==> config.mk <==
export PLATFORM = sky130hd
export DESIGN_NAME = serial_flag_unit
export DESIGN_NICKNAME = d
export VERILOG_FILES = /design/src/rtl/serial_flag_unit.sv
export SDC_FILE = /design/constraint.sdc
export NUM_CORES = 1
export LEC_CHECK = 0
export ABC_AREA = 1
export BUFFER_PORTS_ARGS = -buffer_cell sky130_fd_sc_hd__clkbuf_2
export CORE_MARGIN = 3
export CORE_UTILIZATION = 49
export CTS_CLUSTER_DIAMETER = 100
export CTS_CLUSTER_SIZE = 25
export DETAILED_ROUTE_END_ITERATION = 10
export GPL_TIMING_DRIVEN = 0
export PLACE_DENSITY = 0.81
export REMOVE_ABC_BUFFERS = 1
export SLEW_MARGIN = 10
export SYNTH_ARGS = -nofsm -noshare
export SYNTH_HDL_FRONTEND = slang
export SYNTH_SLANG_ARGS = --single-unit
==> constraint.sdc <==
create_clock -name clk -period 2.05 [get_ports clk]
set_input_delay 0.41 -clock clk [delete_from_list [all_inputs] [get_ports clk]]
set_output_delay 0.41 -clock clk [all_outputs]
set_load 0.05 [all_outputs]
==> src/rtl/serial_flag_unit.sv <==
module serial_flag_unit #(
  parameter int DW = 8
) (
  input  logic          clk,
  input  logic          rst_n,
  input  logic          rx_en,
  input  logic          tx_en,
  input  logic          sync_mode,
  input  logic          rx_done,
  input  logic          rx_par_err,
  input  logic [DW-1:0] rx_word,
  input  logic          rx_mpb,
  input  logic          tx_load,
  input  logic          tx_last,
  input  logic          dma_wr,
  input  logic [DW-1:0] dma_data,
  input  logic [1:0]    reg_addr,
  input  logic          reg_rd,
  input  logic          reg_wr,
  input  logic [DW-1:0] reg_wdata,
  output logic [DW-1:0] reg_rdata,
  output logic [DW-1:0] tx_word,
  output logic          tx_mpb,
  output logic          rx_halt,
  output logic          tx_halt,
  output logic          flag_txe,
  output logic          flag_rxf,
  output logic          flag_perr,
  output logic          flag_tend,
  output logic          flag_mpb
);
  localparam logic [1:0] A_STAT = 2'd0;
  localparam logic [1:0] A_RXD  = 2'd1;
  localparam logic [1:0] A_TXD  = 2'd2;
  localparam int B_TXE = 0, B_RXF = 1, B_PERR = 2, B_TEND = 3, B_MPB = 4, B_MPBT = 5;

  logic txe, rxf, perr, tend, mpb, mpbt;
  logic arm_txe, arm_rxf, arm_perr;
  logic [DW-1:0] rdr, tdr;
  logic [DW-1:0] status;

  wire stat_wr  = reg_wr & (reg_addr == A_STAT);
  wire stat_rd  = reg_rd & (reg_addr == A_STAT);
  wire clr_txe  = stat_wr & arm_txe  & ~reg_wdata[B_TXE];
  wire clr_rxf  = stat_wr & arm_rxf  & ~reg_wdata[B_RXF];
  wire clr_perr = stat_wr & arm_perr & ~reg_wdata[B_PERR];
  wire rx_take  = rx_done & rx_en & ~perr;
  wire rx_bad   = rx_take & rx_par_err & ~sync_mode;
  wire rx_good  = rx_take & ~rx_bad;
  wire tend_set = ~tx_en | (tx_last & txe);

  always_ff @(posedge clk or negedge rst_n) begin
    if (!rst_n) begin
      txe  <= 1'b1;
      rxf  <= 1'b0;
      perr <= 1'b0;
      tend <= 1'b1;
      mpb  <= 1'b0;
      mpbt <= 1'b0;
      rdr  <= '0;
      tdr  <= '0;
    end else begin
      if (tx_load)                txe <= 1'b1;
      else if (clr_txe | dma_wr)  txe <= 1'b0;
      if (tend_set)               tend <= 1'b1;
      else if (clr_txe | dma_wr)  tend <= 1'b0;
      if (rx_good)                rxf <= 1'b1;
      else if (clr_rxf)           rxf <= 1'b0;
      if (rx_bad)                 perr <= 1'b1;
      else if (clr_perr)          perr <= 1'b0;
      if (rx_take) begin
        rdr <= rx_word;
        mpb <= rx_mpb;
      end
      if (stat_wr) mpbt <= reg_wdata[B_MPBT];
      if (dma_wr)                             tdr <= dma_data;
      else if (reg_wr && reg_addr == A_TXD)   tdr <= reg_wdata;
    end
  end

  always_ff @(posedge clk or negedge rst_n) begin
    if (!rst_n) begin
      arm_txe  <= 1'b0;
      arm_rxf  <= 1'b0;
      arm_perr <= 1'b0;
    end else if (stat_wr) begin
      arm_txe  <= 1'b0;
      arm_rxf  <= 1'b0;
      arm_perr <= 1'b0;
    end else if (stat_rd) begin
      arm_txe  <= txe;
      arm_rxf  <= rxf;
      arm_perr <= perr;
    end
  end

  always_comb begin
    status         = '0;
    status[B_TXE]  = txe;
    status[B_RXF]  = rxf;
    status[B_PERR] = perr;
    status[B_TEND] = tend;
    status[B_MPB]  = mpb;
    status[B_MPBT] = mpbt;
  end

  always_comb begin
    case (reg_addr)
      A_STAT:  reg_rdata = status;
      A_RXD:   reg_rdata = rdr;
      A_TXD:   reg_rdata = tdr;
      default: reg_rdata = '0;
    endcase
  end

  assign tx_word   = tdr;
  assign tx_mpb    = mpbt;
  assign rx_halt   = perr;
  assign tx_halt   = perr & sync_mode;
  assign flag_txe  = txe;
  assign flag_rxf  = rxf;
  assign flag_perr = perr;
  assign flag_tend = tend;
  assign flag_mpb  = mpb;


  halt_freeze_chk: assert property (@(posedge clk) disable iff (!rst_n)
    flag_perr |=> ($stable(rdr) && (flag_rxf == $past(flag_rxf))));

  bad_frame_chk: assert property (@(posedge clk) disable iff (!rst_n)
    (rx_done && rx_en && !flag_perr && rx_par_err && !sync_mode)
      |=> (flag_perr && flag_rxf == $past(flag_rxf) && rdr == $past(rx_word)));

  tend_off_chk: assert property (@(posedge clk) disable iff (!rst_n)
    !tx_en |=> flag_tend);

  perr_keep_chk: assert property (@(posedge clk) disable iff (!rst_n)
    (flag_perr && !stat_wr) |=> flag_perr);

  tend_keep_chk: assert property (@(posedge clk) disable iff (!rst_n)
    (flag_tend && !stat_wr && !dma_wr) |=> flag_tend);

  mpbt_keep_chk: assert property (@(posedge clk) disable iff (!rst_n)
    !stat_wr |=> $stable(tx_mpb));

  rx_off_chk: assert property (@(posedge clk) disable iff (!rst_n)
    !rx_en |=> ($stable(flag_mpb) && $stable(rdr)));
endmodule

==> impl_metrics.py <==
metrics = {
    "pwr": {
        "leakage_nw": 0.988,
        "powerDensity_nw_per_um2": 792,
        "max-vdd-ir-drop_uv": 559,
        "p_total_mw": 1.31,
    },
    "setup_path": {
        "path_cells": "clkbuf_2 > nor2_2 > inv_1 > o211ai_1 > clkbuf_2",
        "startpoint_type": "input pin",
        "crit_type": "input pin to output port",
        "cpMostUsedCell": "clkbuf_2",
        "arrival_ns": 1.55,
        "required_ns": 1.64,
        "cp_max_fo": 11,
        "cp_top_family": "buffers and inverters",
        "slowest_stage": "nor2_2",
        "worst_setup_path_end_kind": "output port",
        "worst-path-buf-inv": 3,
        "critPathMaxStageDelay_ns": 0.39,
    },
    "placed_design": {
        "place.gp.congestion": 0.783,
        "port_buffers": 62,
        "dp_hpwl_um": 2410,
        "post-place-ws_ns": -0.0973,
    },
    "yosys": {
        "synth_area_um2": 1300,
        "synth_common_cells": "nand2_1 (98), dfrtp_1 (23), nand3_1 (21)",
        "synth_most_common_cell": "nand2_1",
        "ys_types": 17,
        "syn_inst": 183,
        "synth_largest_area_cell": "dfrtp_1",
        "ys.flop_type": "dfrtp_1",
        "synth.area.top_cells": "dfrtp_1 (44%), nand2_1 (28%), nand3_1 (8.1%)",
        "synth_top_area_share_pct": 44.3,
        "yosysWarnings": 0,
        "synth-seq-cells": 25,
        "async_reset_ff_share_pct": 100,
        "synth.avg_cell_area_um2": 7.10,
        "seq_area_frac_synth_pct": 48.3,
        "synth_edf_count": 0,
    },
    "grt": {
        "antenna_found_initial": 0,
        "grt-ovfl-total": 0,
        "grt_max_degree": 26,
        "track_usage_pct": 19.5,
        "grt_first_pass_wirelength_um": 5110,
        "grt_pass1_vias": 1204,
    },
    "die": {
        "die_h_um": 57.5,
        "design.die.area_um2": 3310,
        "io-pin-count": 63,
        "start_util_pct": 52.0,
        "core_area_um2": 2500,
        "die_w_um": 57.5,
        "rows": 18,
    },
    "sta": {
        "worst_slack_ns": 0.0924,
        "rsz0062_at_grt": "no",
        "worst_pin_slew_ns": 0.626,
        "relSlewSlack_pct": 58.2,
        "period_share_pct": 95.5,
        "timing.hold.ws_ns": 0.0699,
        "fin_crit_ns": 1.96,
        "slew_violations": 0,
        "final_hold_viol_count": 0,
        "max_freq_mhz": 511,
        "setup_tns_ns": 0,
        "skew_ns": 0.0140,
        "setup_viol": 0,
    },
    "clocking": {
        "clock-sinks": 25,
        "cts_tree": "done",
        "cts_setup_buffers": 0,
        "ctsHoldBuffers": 0,
        "cts_buffer_depth": 2,
        "cts-buffers-inserted": 3,
        "post_cts_resized": 1,
        "htree_levels": 1,
        "clkTransAtPathRegs_ns": 0.15,
        "insertion_delay_ns": 0.32,
        "root_buffer": "clkbuf_4",
    },
    "status": {
        "status": "complete, no violations",
    },
    "drt": {
        "wirelength_um": 3120,
        "drc": 0,
        "antenna_left": 0,
        "via_per_inst": 4.86,
        "drt_iter0_drc": 66,
        "dr.pass1.iters": 4,
        "post_drt_wl_per_cell_um": 11.4,
        "vias": 1331,
    },
    "cells_and_area": {
        "drive_gt1_share_pct": 31.1,
        "syn_to_final_growth_pct": 27.3,
        "finalNetCount": 284,
        "insertedDiodeCount": 0,
        "nFillCells": 244,
    },
    "hold_path": {
        "min_path_type": "input pin to async pin",
    },
    "flow_run": {
        "drv_cap": 0,
    },
}
per-layer routing:
layer	GRT usage, %	wire [µm]
met1	26.9	1440
met3	2.71	199
met2	31.9	1460
met5	0	0
met4	5.63	27
layout make-up:
cell class                      instances  area, µm²  area share, %
Clock buffer                            3       22.5           1.36
Clock inverter                          1       7.51          0.454
Inverter                               14       55.1           3.33
Multi-Input combinational cell        139        594           35.9
Sequential cell                        25        628           37.9
Tap cell                               30       37.5           2.27
Timing Repair Buffer                   62        310           18.7
cell usage in the layout (no fill, tap or decap), drive strengths merged:
| cell | count |
|---|---|
| nand2 | 100 |
| clkbuf | 65 |
| dfrtp | 23 |
| nand3 | 21 |
| inv | 13 |
| nor2 | 9 |
| o21ai | 7 |
| dfstp | 2 |
| o211ai | 1 |
| clkinv | 1 |
| a21boi | 1 |
| clkinvlp | 1 |
where the power goes:
group	leakage (nW)	total, mW	internal, mW	switching [mW]
clock	0.0139	0.229	0.0745	0.154
sequential	0.302	0.628	0.576	0.0517
combinational	0.671	0.455	0.120	0.335
total	0.988	1.31	0.771	0.541
cells by family (layout without fill, tap and decap cells):
kind of cell / count (synthesis) / after routing / share of synthesized area [%]
DFF: 25 / 25 / 48.3
and+or+nand+nor: 130 / 130 / 41.3
buffers and inverters: 19 / 80 / 6.54
AOI/OAI and AO/OA: 9 / 9 / 3.85
through the flow:
stage,cells,utilization (%),cell area (µm²)
2_1_floorplan,178,-,1270
3_3_place_gp,270,64.7,1620
3_5_place_dp,270,64.7,1620
4_1_cts,274,66.0,1650
5_1_grt,274,66.2,1660
6_report,274,66.2,1660
path summary, 6_finish.rpt:
check / end / slack [ns] / depth (start not counted) / from
min in group clk: flag_txe$_DFFE_PN1P_ / 0.25 / 3 / tx_load
max reg2reg: rdr[2]$_DFFE_PN0P_ / 0.55 / 4 / flag_perr$_DFFE_PN0P_
max: reg_rdata[2] / 0.09 / 5 / reg_addr[1]
min: tx_word[3]$_DFFE_PN0P_ / 0.07 / 1 / rst_n
min reg2reg: rdr[3]$_DFFE_PN0P_ / 0.49 / 2 / rdr[3]$_DFFE_PN0P_
max in group asynchronous: rdr[3]$_DFFE_PN0P_ / 1.56 / 1 / rst_n
sequential cells by signal, indices dropped and copies added (netlist names):
register	count
flag_mpb	1
arm_txe	1
arm_rxf	1
flag_tend	1
flag_perr	1
rdr	8
flag_rxf	1
arm_perr	1
flag_txe	1
tx_word	8
tx_mpb	1
(Power assumes the default switching activity.)
